<file path="src/rtl/adc_rd_pkg.sv">
package adc_rd_pkg;

  // Saturating increment of a bit count held in an integer.
  function automatic int unsigned cnt_next(input int unsigned cur, input int unsigned top);
    return (cur >= top) ? top : cur + 1;
  endfunction

  // A read is complete once a whole word has been shifted.
  function automatic bit word_read(input int unsigned cnt, input int unsigned word_w);
    return cnt >= word_w;
  endfunction

endpackage

</file>
<file path="src/rtl/sclk_sync.sv">
module sclk_sync #(
  parameter int unsigned SYNC = 2
) (
  input  logic clk_i,
  input  logic rst_ni,
  input  logic sclk_i,
  input  logic inv_i,
  input  logic sdi_i,
  output logic rise_o,
  output logic fall_o,
  output logic sdi_o
);
  // sk_q[SYNC] is one cycle older than sk_q[SYNC-1]; data is aligned to sk_q[SYNC-1]
  logic [SYNC:0]   sk_q;
  logic [SYNC-1:0] sd_q;

  always_ff @(posedge clk_i) begin
    if (!rst_ni) begin
      sk_q <= '0;
      sd_q <= '0;
    end else begin
      sk_q <= {sk_q[SYNC-1:0], sclk_i ^ inv_i};
      sd_q <= {sd_q[SYNC-2:0], sdi_i};
    end
  end

  assign rise_o = sk_q[SYNC-1] & ~sk_q[SYNC];
  assign fall_o = ~sk_q[SYNC-1] & sk_q[SYNC];
  assign sdi_o  = sd_q[SYNC-1];
endmodule

</file>
<file path="src/rtl/rd_shifter.sv">
module rd_shifter
  import adc_rd_pkg::*;
#(
  parameter int unsigned W     = 18,
  parameter int unsigned CNT_W = 8
) (
  input  logic             clk_i,
  input  logic             rst_ni,
  input  logic             active_i,
  input  logic             mode_dur_i,
  input  logic             rise_i,
  input  logic             fall_i,
  input  logic             sdi_i,
  input  logic [W-1:0]     hold_i,
  output logic             sdo_o,
  output logic [CNT_W-1:0] cnt_o
);
  localparam int unsigned CNT_TOP = (1 << CNT_W) - 1;

  logic [W-1:0]     sr_q;
  logic             cap_q;
  logic [CNT_W-1:0] cnt_q;
  logic             shift_ev;
  logic             idle_ld;

  assign shift_ev = active_i && rise_i;
  assign idle_ld  = (cnt_q == '0);

  always_ff @(posedge clk_i) begin
    if (!rst_ni) begin
      sr_q  <= '0;
      cap_q <= 1'b0;
      cnt_q <= '0;
    end else begin
      // capture edge: opposite to the shift edge; cascade input only in after-mode
      if (active_i && fall_i) cap_q <= mode_dur_i ? 1'b0 : sdi_i;
      if (!active_i)     cnt_q <= '0;
      else if (rise_i)   cnt_q <= CNT_W'(cnt_next(int'(cnt_q), CNT_TOP));
      // reload only when no bit of the current read has left
      if (shift_ev)      sr_q <= {sr_q[W-2:0], cap_q};
      else if (idle_ld)  sr_q <= hold_i;
    end
  end

  assign sdo_o = sr_q[W-1];
  assign cnt_o = cnt_q;

  assert_read_hold_R5: assert property (@(posedge clk_i) disable iff (!rst_ni)
    (active_i && cnt_q != '0 && !rise_i) |=> $stable(sr_q));

  assert_count_step_R1: assert property (@(posedge clk_i) disable iff (!rst_ni)
    (active_i && rise_i && cnt_q != '1) |=> (cnt_q == $past(cnt_q) + 1'b1));

  assert_restart_R3: assert property (@(posedge clk_i) disable iff (!rst_ni)
    !active_i |=> (cnt_q == '0));
endmodule

</file>
<file path="src/rtl/conv_tracker.sv">
module conv_tracker #(
  parameter int unsigned W = 18
) (
  input  logic         clk_i,
  input  logic         rst_ni,
  input  logic         conv_start_i,
  input  logic         conv_done_i,
  input  logic [W-1:0] result_i,
  input  logic         mode_dur_i,
  input  logic         active_i,
  input  logic         read_full_i,
  output logic         busy_o,
  output logic [W-1:0] hold_o,
  output logic         rd_err_o
);
  logic         busy_q;
  logic [W-1:0] hold_q;
  logic         rd_err_q;
  logic         open_read;

  // selected but the word not yet fully shifted
  assign open_read = active_i && !read_full_i;

  always_ff @(posedge clk_i) begin
    if (!rst_ni) begin
      busy_q   <= 1'b0;
      hold_q   <= '0;
      rd_err_q <= 1'b0;
    end else begin
      if (conv_start_i)     busy_q <= 1'b1;
      else if (conv_done_i) busy_q <= 1'b0;
      if (conv_done_i)      hold_q <= result_i;
      rd_err_q <= conv_done_i && mode_dur_i && open_read;
    end
  end

  assign busy_o   = busy_q;
  assign hold_o   = hold_q;
  assign rd_err_o = rd_err_q;

  assert_busy_set_R4: assert property (@(posedge clk_i) disable iff (!rst_ni)
    conv_start_i |=> busy_q);

  assert_err_width_R9: assert property (@(posedge clk_i) disable iff (!rst_ni)
    rd_err_q |=> !rd_err_q);

  assert_err_mode_R9: assert property (@(posedge clk_i) disable iff (!rst_ni)
    rd_err_q |-> $past(mode_dur_i));
endmodule

</file>
<file path="src/rtl/adc_serial_port.sv">
module adc_serial_port
  import adc_rd_pkg::*;
#(
  parameter int unsigned WORD_W = 18,
  parameter int unsigned SYNC   = 2
) (
  input  logic              clk_i,
  input  logic              rst_ni,
  input  logic              conv_start_i,
  input  logic              conv_done_i,
  input  logic [WORD_W-1:0] result_i,
  input  logic              mode_dur_i,
  input  logic              cs_ni,
  input  logic              rd_ni,
  input  logic              sclk_i,
  input  logic              sclk_inv_i,
  input  logic              sdi_i,
  output logic              sdo_o,
  output logic              sdo_oe_o,
  output logic              busy_o,
  output logic              rd_err_o
);
  localparam int unsigned CNT_W = $clog2(WORD_W * 8);

  logic              active;
  logic              rise_ev;
  logic              fall_ev;
  logic              sdi_sync;
  logic [WORD_W-1:0] hold_w;
  logic [CNT_W-1:0]  cnt_w;
  logic              read_full;

  assign active    = !cs_ni && !rd_ni;
  assign read_full = word_read(int'(cnt_w), WORD_W);

  sclk_sync #(.SYNC(SYNC)) sync_i (
    .clk_i  (clk_i),
    .rst_ni (rst_ni),
    .sclk_i (sclk_i),
    .inv_i  (sclk_inv_i),
    .sdi_i  (sdi_i),
    .rise_o (rise_ev),
    .fall_o (fall_ev),
    .sdi_o  (sdi_sync)
  );

  conv_tracker #(.W(WORD_W)) trk_i (
    .clk_i        (clk_i),
    .rst_ni       (rst_ni),
    .conv_start_i (conv_start_i),
    .conv_done_i  (conv_done_i),
    .result_i     (result_i),
    .mode_dur_i   (mode_dur_i),
    .active_i     (active),
    .read_full_i  (read_full),
    .busy_o       (busy_o),
    .hold_o       (hold_w),
    .rd_err_o     (rd_err_o)
  );

  rd_shifter #(.W(WORD_W), .CNT_W(CNT_W)) shf_i (
    .clk_i      (clk_i),
    .rst_ni     (rst_ni),
    .active_i   (active),
    .mode_dur_i (mode_dur_i),
    .rise_i     (rise_ev),
    .fall_i     (fall_ev),
    .sdi_i      (sdi_sync),
    .hold_i     (hold_w),
    .sdo_o      (sdo_o),
    .cnt_o      (cnt_w)
  );

  assign sdo_oe_o = active;
endmodule

</file>
<file path="config.mk">
export PLATFORM = sky130hd
export DESIGN_NAME = adc_serial_port
export DESIGN_NICKNAME = d
export VERILOG_FILES = /design/src/rtl/adc_rd_pkg.sv /design/src/rtl/sclk_sync.sv /design/src/rtl/rd_shifter.sv /design/src/rtl/conv_tracker.sv /design/src/rtl/adc_serial_port.sv
export SDC_FILE = /design/constraint.sdc
export NUM_CORES = 1
export LEC_CHECK = 0
export ABC_AREA = 1
export CAP_MARGIN = 20
export CORE_UTILIZATION = 50
export CTS_CLUSTER_DIAMETER = 40
export DETAILED_ROUTE_END_ITERATION = 12
export DONT_BUFFER_PORTS = 1
export HOLD_SLACK_MARGIN = 0.05
export PLACE_DENSITY = 0.72
export RECOVER_POWER = 50
export SETUP_SLACK_MARGIN = 0.15
export SYNTH_ARGS = -nofsm -noshare
export SYNTH_HDL_FRONTEND = slang
export SYNTH_SLANG_ARGS = --single-unit
export TNS_END_PERCENT = 20
</file>
<file path="constraint.sdc">
create_clock -name clk_i -period 1.2 [get_ports clk_i]
set_input_delay 0.06 -clock clk_i [delete_from_list [all_inputs] [get_ports clk_i]]
set_output_delay 0.06 -clock clk_i [all_outputs]
set_load 0.02 [all_outputs]
</file>
==> summary.md, run 1 <==
| Metric | Value |
|---|---|
| Routed wire per std cell | `11.8 um` |
| DRC Markers | `2` |
| Total global-route track usage | `0.197` |
| CP Cell Sequence | `inv_2 > ha_4 > nand2_4 > nor2_4 > a21boi_4 > buf_6 > nor2_4 > nor2_1` |
| PwrDens | `1070 nW/um^2` |
| Gr ovfl total | `0` |
| Period utilisation layout | `1.05` |
| Std cell rows | `24` |
| Distinct cells, synth | `27` |
| Die area | `4990 sq um` |
| Cell area after placement | `2490 sq um` |
| Pre-CTS worst setup slack | `-0.167 ns` |
| Clk_lat worst skew | `0.31 ns` |
| Sequential share of the synthesized area | `0.442` |
| Crit path max-delay cell type | `dfxtp_2` |
| Most frequent CP cell | `nor2_4` |
| Layout cells sized above 1 | `0.208` |
| Final setup violation count | `24` |
| CTS clk-pin slew, worst paths | `0.09 ns` |
| Outcome | `finished with violations` |
| Initial antenna violation count | `0` |
| Final ANT Viol Nets | `0` |
| Worst hold path class | `input pin to flop` |
| Worst setup EP type | `flop` |
| Hold Vio Cnt, Final | `38` |
| Setup slack after layout | `-0.0600 ns` |
| Largest net degree at the start of global routing | `44` |
| CP bufs+invs | `2` |
| Diode count | `0` |
| WP data arrival | `1.51 ns` |
| CTS tree | `built` |
| Synth Register Bits | `52` |
| Final Util | `0.686` |
| DR iter-0 viols | `153` |
| Inst Count DP | `396` |
| Routed vias/inst | `5.06` |
| Cell area after layout | `3050 sq um` |
| Nets@finish | `414` |
| Min Hold Slack | `-0.138 ns` |
| Vias after detailed routing | `2208` |
| Most frequent cells in the layout | `69 x nor2_1, 62 x nand2_1, 48 x dfxtp_1` |
| Post-Syn Area per Cell | `6.89 sq um` |
| Violated checks | `design-rule violations, negative hold slack, negative setup slack` |
| PortBufs | `0` |
| H-tree depth | `2` |
| Final min period | `1.26 ns` |
| Number of global-route vias before repair | `1863` |
| Top cell type's share of synthesized area | `0.442` |
| FMAX | `0.794 GHz` |
| VDD IR max | `0.618 mV` |
| Max Root-Sink Buffers | `2` |
| Non-Filler Instances | `436` |
| Syn-to-layout area delta | `29.4%` |
| Most common cell after layout, fill and taps aside | `nor2_1` |
| Slew margin rel. | `0.483` |
| Die H | `70.6 um` |
| WP data required | `1.45 ns` |
| Slew @ Worst Pin | `0.776 ns` |
| Synth area leader | `dfxtp_1` |
| First-pass GRT wire length | `7870 um` |
| TritonRoute pass-1 iters | `8` |
| Top cell family by delay on the critical path | `flip-flops` |
| Initial Util | `0.530` |
| Overall power | `3.27 mW` |
| Clock root cell | `clkbuf_8` |
| GP Congestion | `0.763` |
| Drt total wl | `5140 um` |
| Slew Limit Fails | `0` |
| Total I/O pin count | `32` |
| CP max FO | `5` |
| Mapped Cells | `342` |
| Setup TNS | `-0.902 ns` |
| Crit path largest cell delay | `0.37 ns` |
| Max Cap Viol | `0` |
| Chip width | `70.6 um` |
| Synth top area cells | `dfxtp_1 44%, nor2_1 13%, nand2_1 10%` |
| Detailed Place HPWL | `2880 um` |
| Pleak | `1.32 nW` |
| CORE AREA | `4440 sq um` |
| Crit start category | `flop` |
| RSZ-0062 raised after global routing | `true` |
| Cts bufs inserted | `5` |
| YS warnings | `0` |
| Clk_skew | `0.00782 ns` |
| CP Class | `flop to flop` |
| Synth Net Count | `373` |
| Synth Cell Area | `2350 sq um` |
| Clock sink count | `52` |
## metal layers
metal,wire length (um),up-vias,GRT usage
li1,-,1145,-
met1,2300,1020,0.238
met2,2600,34,0.347
met3,168,9,0.0342
met4,68,0,0.0800
met5,0,-,0
## flip-flops by register name, indices dropped and copies added, names as in the netlist
register and count:
shf_i.sr_q 18, shf_i.cnt_o 8, sync_i.sd_q 2, shf_i.cap_q 1, trk_i.busy_o 1, sync_i.sk_q 3
trk_i.rd_err_o 1, trk_i.hold_o 18
## final cells by class
cell class,instances,area [sq um]
multi-input combinational,237,1240
clock buffer,7,86.3
timing repair buffer,48,454
fill,352,1400
inverter,39,149
clock inverter,1,7.51
sequential,52,1050
tap,52,65.1
## logic make-up (layout without fill, tap and decap cells)
logic type / after synthesis / after routing / synth area share
and+or+nand+nor: 185 / 186 / 0.333
buffers and inverters: 54 / 95 / 0.0994
DFF: 52 / 52 / 0.442
AOI/OAI and AO/OA: 47 / 47 / 0.106
adders and majority gates: 3 / 3 / 0.0159
xor gates and xnor gates: 1 / 1 / 0.00372
## power breakdown
part / switching, mW / total (mW) / internal (mW)
Sequential: 0.0437 / 1.86 / 1.81
Combinational: 0.200 / 0.381 / 0.181
Clock: 0.558 / 1.03 / 0.469
Total: 0.802 / 3.27 / 2.46
## worst paths after layout
check,endpoint,slack (ns),cells past startpoint,startpoint
worst min-delay path,sync_i.sk_q[2],-0.14,2,rst_ni
worst min register to register,shf_i.cap_q,0.47,2,shf_i.cap_q
worst max register to register,shf_i.sr_q[6],-0.06,8,shf_i.cnt_o[0]
worst max-delay path,shf_i.sr_q[6],-0.06,8,shf_i.cnt_o[0]
## Yosys cell counts, drive strengths merged
cell type  count
nor2          85
clkbuf         6
dfxtp         52
a31oi          1
nand4          1
ha             3
o21ai         39
inv           38
nand2         67
buf            9
a21boi         1
nand3         27
nand3b         2
nor3           3
clkinv         1
xnor2          1
a21oi          6
## what timing repair did
action                                 CTS  global route
gates cloned                             0             1
setup endpoints to repair               27            48
hold buffers                            15             6
pin swaps                                5            15
endpoints found under the hold margin   44            38
resized for setup                        3            45
setup buffers                            4             6
Power figures use the tool's default switching activity.
==> run 2: changes to the inputs <==
- REMOVE_ABC_BUFFERS: not set -> 1
==> run 2 against run 1 <==
Compared with the run above: the run still ends with design-rule violations, negative hold slack, negative setup slack left; global-route usage rose by 6.0 points; largest power group unchanged; critical path type unchanged; via count rose by 7.1%; power rose by 1.2%; clock power fell by 6%; sequential power barely moved; clock skew rose by 0.0034 ns; cell count rose by 2.8%; clock-buffer cell count fell by 1; flip-flop and latch count did not move; utilization rose by 4.6 points; die area did not move.
==> summary.md, run 2 (synthesis results as in run 1) <==
| Metric | Value |
|---|---|
| Outcome | `finished with violations` |
| Violated checks | `design-rule violations, negative hold slack, negative setup slack` |
| Clk_skew | `0.0112 ns (+0.00338 ns)` |
| Detailed Place HPWL | `2980 um (+3.5%)` |
| Cell area after layout | `3250 sq um (+6.7%)` |
| Crit path from | `shf_i.cnt_o[1]` |
| TritonRoute pass-1 iters | `8 (unchanged)` |
| Final min period | `1.36 ns (+0.101 ns)` |
| PortBufs | `0 (unchanged)` |
| CP endpoint | `shf_i.sr_q[11]` |
| Clock sink count | `52 (unchanged)` |
| P_int | `2.45 mW (-0.65%)` |
| CORE AREA | `4440 sq um (unchanged)` |
| Cts bufs inserted | `5 (unchanged)` |
| RSZ-0062 raised after global routing | `true` |
| Reg2Reg Depth | `9 (+1)` |
| Setup slack after layout | `-0.161 ns (-0.101 ns)` |
| Hold Vio Cnt, Final | `19 (-50%)` |
| Max Cap Viol | `0 (unchanged)` |
| First-pass GRT wire length | `10100 um (+28%)` |
| DRC Markers | `2 (unchanged)` |
| Reg-to-Reg End | `shf_i.sr_q[11]` |
| Slew Limit Fails | `0 (unchanged)` |
| Number of global-route vias before repair | `2272 (+22%)` |
| Pleak | `1.41 nW (+6.8%)` |
| Cell area after placement | `2470 sq um (-0.90%)` |
| FMAX | `0.735 GHz (-7.5%)` |
| Final Util | `0.731 (+0.0456)` |
| Vias after detailed routing | `2364 (+7.1%)` |
| Crit path max-delay cell type | `dfxtp_2` |
| Largest net degree at the start of global routing | `42 (-4.5%)` |
| Setup slack, reg-to-reg | `-0.16 ns (-0.10 ns)` |
| Net switching fraction of the power | `0.259 (+0.0138)` |
| GP Congestion | `0.742 (-2.8%)` |
| WP data required | `1.42 ns (-0.03 ns)` |
| Max Root-Sink Buffers | `2 (unchanged)` |
| Initial Util | `0.530 (unchanged)` |
| CP Cell Sequence | `inv_2 > ha_4 > nand2_4 > nor2_4 > a21boi_4 > buf_6 > clkbuf_16 > nor2_2 > nor2_1` |
| Syn-to-layout area delta | `38.0%` |
| WP data arrival | `1.58 ns (+0.07 ns)` |
| Post-cts hold buffer count | `30 (+15)` |
| Pre-CTS worst setup slack | `-0.242 ns (-0.0753 ns)` |
| CTS clk-pin slew, worst paths | `0.09 ns (about the same)` |
| Chip width | `70.6 um (unchanged)` |
| VDD IR max | `0.703 mV (+14%)` |
| Gr ovfl total | `0 (unchanged)` |
| Layout cells sized above 1 | `0.215 (+0.00631)` |
| Die H | `70.6 um (unchanged)` |
| Std cell rows | `24 (unchanged)` |
| Most frequent cells in the layout | `64 x nand2_1, 61 x nor2_1, 46 x dfxtp_1` |
| Clk_lat worst skew | `0.31 ns (about the same)` |
| Worst setup EP type | `flop` |
| Total I/O pin count | `32 (unchanged)` |
| Slew @ Worst Pin | `0.338 ns (-0.438 ns)` |
| Min Hold Slack | `-0.102 ns (+0.0362 ns)` |
| Final setup violation count | `27 (+13%)` |
| Most common cell after layout, fill and taps aside | `nand2_1` |
| Diode count | `0 (unchanged)` |
| Sequential fraction of design power | `0.564 (-0.005)` |
| Power share of the combinational group | `0.144 (+0.027)` |
| Initial antenna violation count | `0 (unchanged)` |
| Multi-input gate area | `1270 sq um (+2.6%)` |
| Slew margin rel. | `0.774 (+0.291)` |
| Routed wire per std cell | `13.8 um (+17%)` |
| CP max FO | `4 (-1)` |
| H-tree depth | `2 (unchanged)` |
| Crit path largest cell delay | `0.33 ns (-0.04 ns)` |
| Psw | `857 uW (+6.9%)` |
| Final ANT Viol Nets | `0 (unchanged)` |
| Routed vias/inst | `5.28 (+4.2%)` |
| DR iter-0 viols | `175 (+14%)` |
| Clock share of power | `0.292 (-0.022)` |
| CP Class | `flop to flop` |
| Non-Filler Instances | `448 (+2.8%)` |
| Inst Count DP | `396 (unchanged)` |
| Period utilisation layout | `1.13 (+0.0846)` |
| Drt total wl | `6200 um (+21%)` |
| Total global-route track usage | `0.257 (+0.0600)` |
| Reg2reg start | `shf_i.cnt_o[1]` |
| CTS tree | `built` |
| Die area | `4990 sq um (unchanged)` |
| Clock root cell | `clkbuf_8` |
| PwrDens | `1020 nW/um^2 (-5.1%)` |
| Worst hold path class | `input pin to flop` |
| Crit start category | `flop` |
| Reg area | `1050 sq um (unchanged)` |
| Fillers | `319 (-9.4%)` |
| Nets@finish | `427 (+3.1%)` |
run 2: cell types whose count changed in the layout (fill, tap and decap cells not counted), sizes merged:
| cell | previous run | this run |
|---|---|---|
| clkinv | 1 | 2 |
| clkbuf | 8 | 7 |
| clkinvlp | 1 | 0 |
| clkdlybuf4s25 | 2 | 0 |
| dlygate4sd3 | 18 | 28 |
| dlymetal6s4s | 0 | 1 |
| buf | 27 | 31 |
run 2: worst min-delay path by stage:
| stage | from | endpoint | slack [ns] | cells after the start |
|---|---|---|---|---|
| 2_1_floorplan | rst_ni | sync_i.sd_q[0] | 0.15 | 2 |
| 3_3_place_gp | sdi_i | sync_i.sd_q[0] | 0.16 | 2 |
| 3_5_place_dp | rst_ni | sync_i.sk_q[1] | 0.17 | 2 |
| 4_1_cts | conv_done_i | trk_i.rd_err_o | -0.1 | 2 |
| 5_1_grt | conv_done_i | trk_i.rd_err_o | -0.10 | 2 |
| 6_report | conv_done_i | trk_i.rd_err_o | -0.10 | 2 |
run 2: metal layers:
layer | part of all wire | track usage | vias to the layer above | routed length [um]
li1 | - | - | 1173 | -
met1 | 0.43 | 0.291 | 1132 | 2640
met2 | 0.52 | 0.457 | 44 | 3210
met3 | 0.034 | 0.0627 | 15 | 209
met4 | 0.023 | 0.118 | 0 | 141
met5 | 0 | 0 | - | 0
run 2: area by class of cell:
class,count,share of cell area
multi-input cells,237,0.391
flip-flops and latches,52,0.323
repair buffers,61,0.198
inverters,39,0.0450
clock buffers,6,0.0223
well taps,52,0.0200
clock inverters,1,0.00154
run 2: critical path: cells and delay by family (launching register included):
family | cells | cell delay [ns]
AO/OA/AOI/OAI | 1 | 0.08
buffers and inverters | 3 | 0.36
AND/OR/NAND/NOR | 4 | 0.34
flip-flops | 1 | 0.33
adder cells (fa/ha/maj) | 1 | 0.14
run 2: metrics by stage:
| stage | TNS [ns] | power [mW] | hold slack, ns |
|---|---|---|---|
| floorplan | -2.90 | 2.10 | 0.153 |
| global placement | -3.63 | 2.15 | 0.161 |
| global route | -4.43 | 3.43 | -0.102 |
| CTS | -0.821 | 3.25 | -0.0963 |
| finish | -2.93 | 3.31 | -0.102 |
| detailed placement | -4.77 | 2.16 | 0.167 |
run 2: power groups by stage:
| stage | combinational (mW) | clock (mW) | sequential [mW] |
|---|---|---|---|
| 2_1_floorplan | 0.209 | 0 | 1.89 |
| 3_3_place_gp | 0.256 | 0 | 1.90 |
| 3_5_place_dp | 0.263 | 0 | 1.90 |
| 4_1_cts | 0.430 | 0.959 | 1.86 |
| 5_1_grt | 0.529 | 1.03 | 1.87 |
| 6_report | 0.477 | 0.964 | 1.86 |
run 2: repair_timing:
action | 4_1_cts | 5_1_grt
endpoints found under the setup margin | 27 | 28
pin swaps | 5 | 7
hold endpoints to repair | 44 | 19
gates resized for setup | 43 | 22
setup buffers | 10 | 1
cloned | 2 | 2
==> run 3: changes to the inputs <==
- CTS_BUF_LIST: not set -> sky130_fd_sc_hd__clkbuf_4
- PLACE_DENSITY: 0.72 -> 0.69
- TNS_END_PERCENT: 20 -> not set
- clock period: 1.2 -> 1.3 ns (I/O delays scaled with it)
==> run 3 against run 2 <==
Compared with the run above: the run ends with negative hold slack, negative setup slack left; clock-buffer cell count did not move; sequential power fell by 8%; combinational power fell by 35%; cell area fell by 10%; wire length fell by 19%; power fell by 17%; cell count fell by 5.8%.
==> summary.md, run 3 (synthesis results as in run 1) <==
| Metric | Value |
|---|---|
| Violated checks | `negative hold slack, negative setup slack` |
| GP Congestion | `0.791 (+6.6%)` |
| CP bufs+invs | `2 (-1)` |
| Total I/O pin count | `32 (unchanged)` |
| Clk_lat worst skew | `0.36 ns (+0.05 ns)` |
| Crit start category | `flop` |
| CP max FO | `9 (+5)` |
| First-pass GRT wire length | `8020 um (-20%)` |
| Final Util | `0.657 (-0.0743)` |
| DR iter-0 viols | `111 (-37%)` |
| Setup TNS | `-0.00884 ns (+2.92 ns)` |
| Power share of the combinational group | `0.113 (-0.031)` |
| Routed wire per std cell | `11.9 um (-14%)` |
| Fillers | `409 (+28%)` |
| Initial Util | `0.530 (unchanged)` |
| Max Root-Sink Buffers | `2 (unchanged)` |
| Worst setup EP type | `flop` |
| Min Hold Slack | `-0.197 ns (-0.0951 ns)` |
| Sequential fraction of design power | `0.624 (+0.060)` |
| Total global-route track usage | `0.198 (-0.0582)` |
| Layout cells sized above 1 | `0.165 (-0.0498)` |
| Slew @ Worst Pin | `0.340 ns (+0.00209 ns)` |
| Syn-to-layout area delta | `24.0%` |
| WP data required | `1.61 ns (+0.19 ns)` |
| Most frequent cells in the layout | `80 x nor2_1, 63 x nand2_1, 45 x dfxtp_1` |
| CTS clk-pin slew, worst paths | `0.15 ns (+0.06 ns)` |
| Inst Count DP | `391 (-1.3%)` |
| Max Cap Viol | `0 (unchanged)` |
| Net switching fraction of the power | `0.253 (-0.00601)` |
| Outcome | `finished with violations` |
| Crit path max-delay cell type | `dfxtp_4` |
| Non-Filler Instances | `422 (-5.8%)` |
| Final min period | `1.31 ns (-0.0526 ns)` |
| Period utilisation layout | `1.01 (-0.128)` |
| CP Class | `flop to flop` |
| Top cell family by delay on the critical path | `simple AND/OR/NAND/NOR gates` |
| DRC Markers | `0 (-2)` |
| CTS tree | `built` |
| Routed vias/inst | `5.04 (-4.5%)` |
| Psw | `696 uW (-19%)` |
| Chip width | `70.6 um (unchanged)` |
| Clock sink count | `52 (unchanged)` |
| Final ANT Viol Nets | `0 (unchanged)` |
| Clock share of power | `0.263 (-0.029)` |
| PwrDens | `941 nW/um^2 (-7.5%)` |
| RSZ-0062 raised after global routing | `true` |
| P_int | `2.05 mW (-16%)` |
| FMAX | `0.764 GHz (+4.0%)` |
| Slew margin rel. | `0.773 (-0.00140)` |
| VDD IR max | `0.712 mV (+1.3%)` |
| CP Cell Sequence | `inv_2 > ha_4 > nand2_2 > nor2_4 > buf_12 > nand2_8 > nand3_1 > nand2_1 > nor2_1` |
| Die H | `70.6 um (unchanged)` |
| Die area | `4990 sq um (unchanged)` |
| Std cell rows | `24 (unchanged)` |
| Worst hold path class | `input pin to flop` |
| WP data arrival | `1.61 ns (+0.03 ns)` |
| Number of global-route vias before repair | `1929 (-15%)` |
| Crit path largest cell delay | `0.39 ns (+0.06 ns)` |
| Most common cell after layout, fill and taps aside | `nor2_1` |
| TritonRoute pass-1 iters | `4 (-4)` |
| Largest net degree at the start of global routing | `44 (+4.8%)` |
| H-tree depth | `2 (unchanged)` |
| Setup slack after layout | `-0.00884 ns (+0.153 ns)` |
| Gr ovfl total | `0 (unchanged)` |
| Hold Vio Cnt, Final | `38 (+19)` |
| Final setup violation count | `1 (-96%)` |
| Pre-CTS worst setup slack | `-0.139 ns (+0.103 ns)` |
| Diode count | `0 (unchanged)` |
| Detailed Place HPWL | `2820 um (-5.6%)` |
| CORE AREA | `4440 sq um (unchanged)` |
| Nets@finish | `400 (-6.3%)` |
| Drt total wl | `5010 um (-19%)` |
| Clock root cell | `clkbuf_4` |
| PortBufs | `0 (unchanged)` |
| Clk_skew | `0.00701 ns (-0.00419 ns)` |
| Pleak | `1.25 nW (-12%)` |
| Initial antenna violation count | `0 (unchanged)` |
| Vias after detailed routing | `2126 (-10%)` |
| Cts bufs inserted | `5 (unchanged)` |
| Slew Limit Fails | `0 (unchanged)` |
run 3: changes by cell type in the layout (fill, tap and decap cells not counted), moves of 4 or more:
cell,change
clkbuf_4,+6
dlygate4sd3_1,-10
nand3_1,-9
nor2_4,-12
nor2_2,-7
buf_4,-12
nand3_2,+9
nor2_1,+19
buf_6,-4
clkbuf_8,-5
run 3: stage by stage:
step / area (sq um) / power (mW)
6_report: 2920 / 2.75
5_1_grt: 2920 / 2.89
4_1_cts: 2660 / 2.74
3_5_place_dp: 2450 / 1.99
3_3_place_gp: 2450 / 1.98
2_1_floorplan: 2270 / 1.94
run 3: metal layers:
metal,vias to the layer above,share of wire,global-route usage
met3,7,0.029,0.0370
met2,29,0.47,0.340
met1,964,0.48,0.249
met4,0,0.015,0.0778
li1,1126,-,-
met5,-,0,0
run 3: power groups by stage:
stage | Combinational (mW) | Sequential (mW) | Clock (mW)
2_1_floorplan | 0.193 | 1.74 | 0
3_3_place_gp | 0.235 | 1.75 | 0
3_5_place_dp | 0.240 | 1.75 | 0
4_1_cts | 0.276 | 1.72 | 0.747
5_1_grt | 0.362 | 1.72 | 0.807
6_report | 0.311 | 1.71 | 0.721
run 3: final timing paths:
check	startpoint	end	slack (ns)	cells after the start
hold / removal	rst_ni	shf_i.sr_q[7]	-0.20	2
setup / recovery	shf_i.cnt_o[1]	shf_i.sr_q[3]	-0.009	9
hold reg to reg	shf_i.cap_q	shf_i.cap_q	0.47	2
setup reg to reg	shf_i.cnt_o[1]	shf_i.sr_q[3]	-0.009	9
run 3: timing repair:
| item | CTS | global route |
|---|---|---|
| endpoints found under the hold margin | 49 | 38 |
| pin swaps | 5 | 18 |
| resized for setup | 3 | 39 |
| hold buffers | 13 | 5 |
| cloned | 0 | 2 |
| buffers inserted | 1 | 2 |
| endpoints found under the setup margin | 26 | 28 |
run 3: area by class of cell:
cell class | count | area (sq um) | area share
Inverter | 39 | 146 | 0.0501
Multi-Input combinational cell | 238 | 1240 | 0.425
Timing Repair Buffer | 33 | 355 | 0.122
Clock buffer | 6 | 45.0 | 0.0154
Clock inverter | 2 | 11.3 | 0.00386
Tap cell | 52 | 65.1 | 0.0223
Sequential cell | 52 | 1050 | 0.361
